## config.mk

```make
export PLATFORM = sky130hd
export DESIGN_NAME = tmr_wdog
export DESIGN_NICKNAME = d
export VERILOG_FILES = /design/src/rtl/tmr_wdog_pkg.sv /design/src/rtl/tmr_wdog_dp.sv /design/src/rtl/tmr_wdog_ctrl.sv /design/src/rtl/tmr_wdog.sv
export SDC_FILE = /design/constraint.sdc
export NUM_CORES = 1
export LEC_CHECK = 0
export ABC_AREA = 1
export BUFFER_PORTS_ARGS = -buffer_cell sky130_fd_sc_hd__buf_2
export CAP_MARGIN = 20
export CORE_UTILIZATION = 40
export DETAILED_ROUTE_END_ITERATION = 10
export GPL_ROUTABILITY_DRIVEN = 0
export PLACE_DENSITY = 0.59
export REMOVE_ABC_BUFFERS = 1
export SLEW_MARGIN = 10
export SYNTH_ARGS = -nofsm -noshare
export SYNTH_HDL_FRONTEND = slang
export SYNTH_SLANG_ARGS = --single-unit
```

## constraint.sdc

```tcl
create_clock -name clk -period 1.5 [get_ports clk]
set_input_delay 0.075 -clock clk [delete_from_list [all_inputs] [get_ports clk]]
set_output_delay 0.075 -clock clk [all_outputs]
set_load 0.02 [all_outputs]
```

## src/rtl/tmr_wdog_pkg.sv

```systemverilog
package tmr_wdog_pkg;
  localparam int CMD_W       = 9;
  localparam int CMD_SYS_ON  = 0;
  localparam int CMD_SYS_OFF = 1;
  localparam int CMD_WDT_ON  = 2;
  localparam int CMD_RUN_OFF = 3;
  localparam int CMD_TMR_ON  = 4;
  localparam int CMD_CLR_WDT = 5;
  localparam int CMD_CLR_DIV = 6;
  localparam int CMD_IRQ_ON  = 7;
  localparam int CMD_IRQ_OFF = 8;

  typedef enum logic [1:0] {SRC_NONE = 2'd0, SRC_WDT = 2'd1, SRC_TMR = 2'd2} irqSrc_t;

  typedef struct packed {
    logic sysEn;
    logic run;
    logic divClr;
    logic wdClr;
  } dpCtl_t;
endpackage

```

## src/rtl/tmr_wdog_dp.sv

```systemverilog
module tmr_wdog_dp
  import tmr_wdog_pkg::*;
#(
  parameter int DIV_STAGES  = 8,
  parameter int WDOG_STAGES = 2,
  parameter int PRE_STAGES  = 3,
  parameter int SEL_W       = $clog2(DIV_STAGES)
) (
  input  logic             clk,
  input  logic             rst,
  input  logic             tickIn,
  input  logic             fastSrc,
  input  logic [SEL_W-1:0] freqSel,
  input  dpCtl_t           ctl,
  output logic             baseTick,
  output logic             tapEvt,
  output logic             wdOvf,
  output logic             wdtFlag
);
  localparam logic [DIV_STAGES-1:0] DIV_ONE = DIV_STAGES'(1);

  logic                   preWrap;
  logic [DIV_STAGES-1:0]  divQ;
  logic [DIV_STAGES-1:0]  tapMask;
  logic [SEL_W-1:0]       selQ;
  logic [WDOG_STAGES-1:0] wdQ;
  logic                   flagQ;

  generate
    if (PRE_STAGES > 0) begin : g_pre
      logic [PRE_STAGES-1:0] preQ;
      always_ff @(posedge clk) begin
        if (rst) preQ <= '0;
        else if (ctl.sysEn && tickIn && fastSrc) preQ <= preQ + 1'b1;
      end
      assign preWrap = &preQ;
    end else begin : g_nopre
      assign preWrap = 1'b1;
    end
  endgenerate

  assign baseTick = ctl.sysEn & tickIn & (~fastSrc | preWrap);
  assign tapMask  = (DIV_ONE << selQ) - DIV_ONE;
  assign tapEvt   = baseTick & ctl.run & ~ctl.divClr & (&(divQ | ~tapMask));
  assign wdOvf    = tapEvt & (&wdQ);
  assign wdtFlag  = flagQ;

  always_ff @(posedge clk) begin
    if (rst) begin
      divQ <= '0;
      selQ <= '0;
    end else if (ctl.divClr) begin
      divQ <= '0;
      selQ <= freqSel;
    end else if (baseTick && ctl.run) begin
      divQ <= divQ + 1'b1;
    end
  end

  always_ff @(posedge clk) begin
    if (rst || ctl.wdClr) begin
      wdQ   <= '0;
      flagQ <= 1'b0;
    end else if (tapEvt) begin
      wdQ <= wdQ + 1'b1;
      if (&wdQ) flagQ <= 1'b1;
    end
  end
endmodule

```

## src/rtl/tmr_wdog_ctrl.sv

```systemverilog
module tmr_wdog_ctrl
  import tmr_wdog_pkg::*;
(
  input  logic             clk,
  input  logic             rst,
  input  logic [CMD_W-1:0] cmd,
  input  logic             baseTick,
  input  logic             tapEvt,
  input  logic             wdOvf,
  output dpCtl_t           ctl,
  output logic             irqN,
  output logic             irqOe
);
  logic    sysEnQ;
  logic    runQ;
  irqSrc_t srcQ;
  logic    oeQ;
  logic    wdLowQ;
  logic    pulseQ;

  assign ctl.sysEn  = sysEnQ;
  assign ctl.run    = runQ;
  assign ctl.divClr = cmd[CMD_CLR_WDT] | cmd[CMD_CLR_DIV];
  assign ctl.wdClr  = cmd[CMD_CLR_WDT];

  always_ff @(posedge clk) begin
    if (rst) begin
      sysEnQ <= 1'b0;
      runQ   <= 1'b0;
      srcQ   <= SRC_NONE;
      oeQ    <= 1'b0;
    end else begin
      if (cmd[CMD_SYS_OFF])      sysEnQ <= 1'b0;
      else if (cmd[CMD_SYS_ON])  sysEnQ <= 1'b1;
      if (cmd[CMD_RUN_OFF])      runQ <= 1'b0;
      else if (cmd[CMD_WDT_ON] || cmd[CMD_TMR_ON]) runQ <= 1'b1;
      if (cmd[CMD_TMR_ON])       srcQ <= SRC_TMR;
      else if (cmd[CMD_WDT_ON])  srcQ <= SRC_WDT;
      if (cmd[CMD_IRQ_OFF])      oeQ <= 1'b0;
      else if (cmd[CMD_IRQ_ON])  oeQ <= 1'b1;
    end
  end

  always_ff @(posedge clk) begin
    if (rst) begin
      wdLowQ <= 1'b0;
      pulseQ <= 1'b0;
    end else begin
      if (cmd[CMD_CLR_WDT] || cmd[CMD_IRQ_OFF]) wdLowQ <= 1'b0;
      else if (wdOvf)                           wdLowQ <= 1'b1;
      if (tapEvt)        pulseQ <= 1'b1;
      else if (baseTick) pulseQ <= 1'b0;
    end
  end

  always_comb begin
    unique case (srcQ)
      SRC_WDT: irqN = ~wdLowQ;
      SRC_TMR: irqN = ~pulseQ;
      default: irqN = 1'b1;
    endcase
  end

  assign irqOe = oeQ;
endmodule

```

## src/rtl/tmr_wdog.sv

```systemverilog
module tmr_wdog
  import tmr_wdog_pkg::*;
#(
  parameter int DIV_STAGES  = 8,
  parameter int WDOG_STAGES = 2,
  parameter int PRE_STAGES  = 3,
  parameter int SEL_W       = $clog2(DIV_STAGES)
) (
  input  logic             clk,
  input  logic             rst,
  input  logic             tickIn,
  input  logic             fastSrc,
  input  logic [SEL_W-1:0] freqSel,
  input  logic [CMD_W-1:0] cmd,
  output logic             irqN,
  output logic             irqOe,
  output logic             wdtFlag
);
  dpCtl_t ctl;
  logic   baseTick;
  logic   tapEvt;
  logic   wdOvf;

  tmr_wdog_ctrl uCtrl (
    .clk(clk), .rst(rst), .cmd(cmd),
    .baseTick(baseTick), .tapEvt(tapEvt), .wdOvf(wdOvf),
    .ctl(ctl), .irqN(irqN), .irqOe(irqOe)
  );

  tmr_wdog_dp #(
    .DIV_STAGES(DIV_STAGES), .WDOG_STAGES(WDOG_STAGES),
    .PRE_STAGES(PRE_STAGES), .SEL_W(SEL_W)
  ) uDp (
    .clk(clk), .rst(rst), .tickIn(tickIn), .fastSrc(fastSrc),
    .freqSel(freqSel), .ctl(ctl),
    .baseTick(baseTick), .tapEvt(tapEvt), .wdOvf(wdOvf), .wdtFlag(wdtFlag)
  );
endmodule

```

Word-level counts from Yosys, hierarchy flattened. Index checks and enable logic that the tools add are counted.

Register bits after elaboration: 24. Latch bits: 0. Memory bits (writable): 0. ROM bits: 0. Output and inout port bits: 3. Memories kept: 0.

Add/subtract/negate cells: 4. Multiply operators: 0. Div/mod/pow operators: 0. $lt $le $gt $ge: 0. Equal/unequal tests: 2. Shift-type cells: 1. Mux-type cells: 5. Bitwise logic cells: 14. Reductions and logical operators: 18.

Operator list (count): OR reduction 2 bit (6); adder 8 x 1 -> 8 bit, second input constant (1); inverter 8 bit (1); OR 8 bit (1); AND reduction 8 bit (1); left shift 1 x 3 -> 8 bit, first input constant (1); subtractor 8 x 1 -> 8 bit, second input constant (1); AND 1 bit (6); AND reduction 3 bit (2); 2-to-1 mux 2 bit (2); inverter 1 bit (4); nonzero test 2 bit (2); adder 3 x 1 -> 3 bit, second input constant (1); logical AND 1 bit (3); logical OR 1 bit (3); adder 2 x 1 -> 2 bit, second input constant (1); equality test 2 x 1 -> 1 bit, second input constant (1); equality test 2 bit, second input constant (1); 2-to-1 mux 1 bit (2); OR 1 bit (2); one-hot mux 1 bit (2 select lines) (1); AND reduction 2 bit (1).

Logic depth before layout (Yosys ltp).
Depth after elaboration: 7. Mapped depth: 12.

Cells and area by module. A second synthesis with hierarchy kept.

Cells, all modules: 159. Area total of the unflattened synthesis: 1137.3 um^2.

By module, submodules not included: tmr_wdog_dp (times used 1, cells each 115, area an instance 813.3 um^2, sequential area each 320.3 um^2); tmr_wdog_ctrl (times used 1, cells each 44, area an instance 324.1 um^2, sequential area each 140.1 um^2).

Worst setup path before layout. Ideal clock, no wire load.

Path kind: reg2reg. Start point: reg uDp.g_pre.preQ[0]. End point: reg uDp.wdQ[0]. Data arrival time: 1.291 ns. Slack: 0.145 ns. Stages on the path, launching flop included: 11. Buffers on the path: 0. Period minus slack after synthesis: 1.355 ns. Path through: dfxtp_1 ha_1 ha_1 inv_1 nand2_2 nand3_4 nor2_8 nand2_2 nor2_2 nor2_1 nor2_1.

Longest elaborated chain between the ends: 6.

Ends and longest elaborated chain: from (decl) (RTL line tmr_wdog_dp.sv:31) `logic [PRE_STAGES-1:0] preQ;`; from (signal assigned) (RTL line tmr_wdog_dp.sv:34) `else if (ctl.sysEn && tickIn && fastSrc) preQ <= preQ + 1'b1;`; AND reduction 3 bit (RTL line tmr_wdog_dp.sv:36) `assign preWrap = &preQ;`; OR 1 bit (RTL line tmr_wdog_dp.sv:42) `assign baseTick = ctl.sysEn & tickIn & (~fastSrc | preWrap);`; AND 1 bit (RTL line tmr_wdog_dp.sv:42); AND 1 bit (3 in a row) (RTL line tmr_wdog_dp.sv:44) `assign tapEvt = baseTick & ctl.run & ~ctl.divClr & (&(divQ | ~tapMask));`; to (signal assigned) (RTL line tmr_wdog_dp.sv:65) `wdQ <= wdQ + 1'b1;`; to (decl) (RTL line tmr_wdog_dp.sv:26) `logic [WDOG_STAGES-1:0] wdQ;`.

No other way between the ends. A chain may end at the register's enable or synchronous reset.

Worst setup path after layout.
Start point: reg uDp.g_pre.preQ[1]. End point: reg uDp.divQ[6].

Longest elaborated chain between the ends: 4.

Ends and longest elaborated chain: AND reduction 3 bit (RTL line tmr_wdog_dp.sv:36); OR 1 bit (RTL line tmr_wdog_dp.sv:42); AND 1 bit (RTL line tmr_wdog_dp.sv:42); logical AND 1 bit (RTL line tmr_wdog_dp.sv:55) `end else if (baseTick && ctl.run) begin`; to (signal assigned) (RTL line tmr_wdog_dp.sv:56) `divQ <= divQ + 1'b1;`; to (decl) (RTL line tmr_wdog_dp.sv:23) `logic [DIV_STAGES-1:0] divQ;`.

No other way between the ends.

==> metrics.txt <==
outcome finished, final reports clean; Final ANT Viol Nets 0; DP HPWL 1590 um; Setup Skew 0.00491 ns; clk slew on worst S/H paths 0.13 ns; Starting Density 44.0%; CTS Buf Count 3; Die Width 55.1 um; Die Span Y 55.1 um; GRT Residual Overflow 0; first-pass iteration count of the detailed router 2; I/O Buffers 18; final setup fails 0; initial DRC count 2; Crit. End Element flop; CTS tree done; antenna cells 0; Ports 19; number of global-route vias before repair 831; fmax 700 MHz; share of layout cells above drive strength 1 25.8%; clk sinks 23; Clock Path Buffers 2; via count 997; crit path max fanout 4; Crit Path Category reg -> reg; GRT Total Usage 16.2%; CTS H-tree lvls 1; die area 3040 um2; fin nets 205; clock root buffer clkbuf_4; largest net degree at the start of global routing 15; fin. max-slew vios 0; VDD IR-drop max 0.000604 V; Worst-Skew Late Latency 0.31 ns; cells after synthesis 147; Tot Pwr 1.05 mW; Post-Syn Area 1130 um2; fillers 270; synthesis-stage register bit count 23; commonest non-fill, non-tap cell in the layout nand2_1; wire per inst 10.2 um; Worst EP arrival 1.69 ns; Final min period 1.43 ns; Avg Synthesized Cell Area 7.68 um2; commonest non-fill, non-tap cells in the layout 29 x nand2_1, 20 x dfxtp_1, 17 x nor2_1, 17 x buf_2, 16 x inv_1; post-route insts no fill 212; Total Wirelength 2160 um; floorplan core area 2570 um2; Placed Cells 194; max-cap check violation count 0; RSZ-0062 raised after global routing yes; Via density 4.70; final period utilization 95.3%; Max-slew headroom 83.1%; FP Rows 18; Synth cell types 25; P&R area growth vs syn 28.2%; initial antenna violation count 0; DRC 0; Worst EP required 1.76 ns; Least-Margin Pin Slew 0.254 ns; Leak 0.616 nW; Startpoint Class flop; sequential-to-total area share from yosys stat 40.8%; Yosys warnings 0; first-pass GRT wire length 3440 um; Hold Fails Final Rpt 0; pwr dens 726 nW/um2; HP Class in -> reg
-- critical path: stages (launching register included) --
cell and delay [ns]:
dfxtp_2 0.38, ha_4 0.14, ha_4 0.12, inv_2 0.04, nand2_4 0.08, nand2_4 0.06
nor2_4 0.15, nand2_4 0.08, nor2_4 0.11, nand2_1 0.06, nand2_1 0.06, inv_1 0.03
nor2_1 0.07
-- flip-flops by register name (all words and copies together), names as in the netlist --
register / flops
uDp.g_pre.preQ: 3
uDp.wdtFlag: 1
uCtrl.irqOe: 1
uCtrl.wdLowQ: 1
uCtrl.pulseQ: 1
uDp.wdQ: 2
uCtrl.sysEnQ: 1
uCtrl.runQ: 1
uDp.selQ: 3
uDp.divQ: 7
uCtrl.srcQ: 2
-- repair_timing --
action | in CTS | in global routing
pin swaps | 1 | 10
hold endpoints to repair | 9 | 0
endpoints found under the setup margin | 3 | 6
buffers inserted | 0 | 4
gates resized for setup | 1 | 10
hold buffers | 10 | 0
-- synth_stat cells, drive strengths merged --
cell type / instances / area share [%]
o21ai: 3 / 1.3
ha: 6 / 6.7
dfxtp: 23 / 41
xor2: 2 / 1.6
a211oi: 1 / 0.67
nand4: 4 / 2.2
nor3: 8 / 3.5
clkinv: 1 / 0.44
and3: 1 / 0.55
nor2: 22 / 11
clkbuf: 1 / 0.33
nand3: 6 / 3.8
nand2: 35 / 14
or2: 2 / 1.1
inv: 18 / 6.0
a21oi: 14 / 6.2
-- stage by stage --
stage / setup slack [ns] / instance area (um2) / utilization [%] / setup TNS (ns) / hold WS, ns
6_report: 0.0704 / 1450 / 56.3 / 0 / 0.0372
5_1_grt: -0.0354 / 1450 / 56.3 / -0.0444 / 0.0308
4_1_cts: 0.00521 / 1380 / 53.8 / 0 / 0.0213
3_5_place_dp: 0.00863 / 1250 / 48.8 / 0 / 0.242
3_3_place_gp: 0.0716 / 1250 / 48.8 / 0 / 0.237
2_1_floorplan: 0.145 / 1120 / - / 0 / 0.144
-- where the power goes --
part	internal, mW	switching (mW)
logic	0.0603	0.0641
clock network	0.0997	0.191
registers	0.624	0.0108
-- final timing paths --
kind | start | to | slack (ns) | depth (start not counted)
setup / recovery | uDp.g_pre.preQ[1]$_SDFFE_PP0P_ | uDp.divQ[6]$_SDFFE_PP0P_ | 0.07 | 12
setup reg to reg | uDp.g_pre.preQ[1]$_SDFFE_PP0P_ | uDp.divQ[6]$_SDFFE_PP0P_ | 0.07 | 12
hold reg to reg | uDp.wdtFlag$_SDFFE_PP0P_ | uDp.wdtFlag$_SDFFE_PP0P_ | 0.47 | 2
hold / removal | cmd[2] | uCtrl.runQ$_SDFFE_PP0P_ | 0.04 | 3
-- metal layers --
| metal | GRT usage, % | part of all wire (%) |
|---|---|---|
| met1 | 19.3 | 47 |
| met2 | 26.9 | 49 |
| met3 | 5.74 | 3.2 |
| met4 | 5.00 | 0.88 |
| met5 | 0 | 0 |
-- cells by family after synthesis --
kind of cell             share of synthesized area, %
flip-flops                                       40.8
adder cells (fa/ha/maj)                          6.65
AO/OA/AOI/OAI                                    8.20
XOR/XNOR                                         1.55
AND/OR/NAND/NOR                                  36.0
buffers and inverters                            6.76
-- layout make-up --
cell class	instances	area (um2)	area share [%]
Clock inverter	1	5.00	0.346
Tap cell	30	37.5	2.60
Inverter	19	72.6	5.02
Timing Repair Buffer	32	223	15.4
Clock buffer	3	22.5	1.56
Multi-Input combinational cell	104	622	43.0
Sequential cell	23	464	32.1
Note: power is estimated with default switching activity, not from simulation.
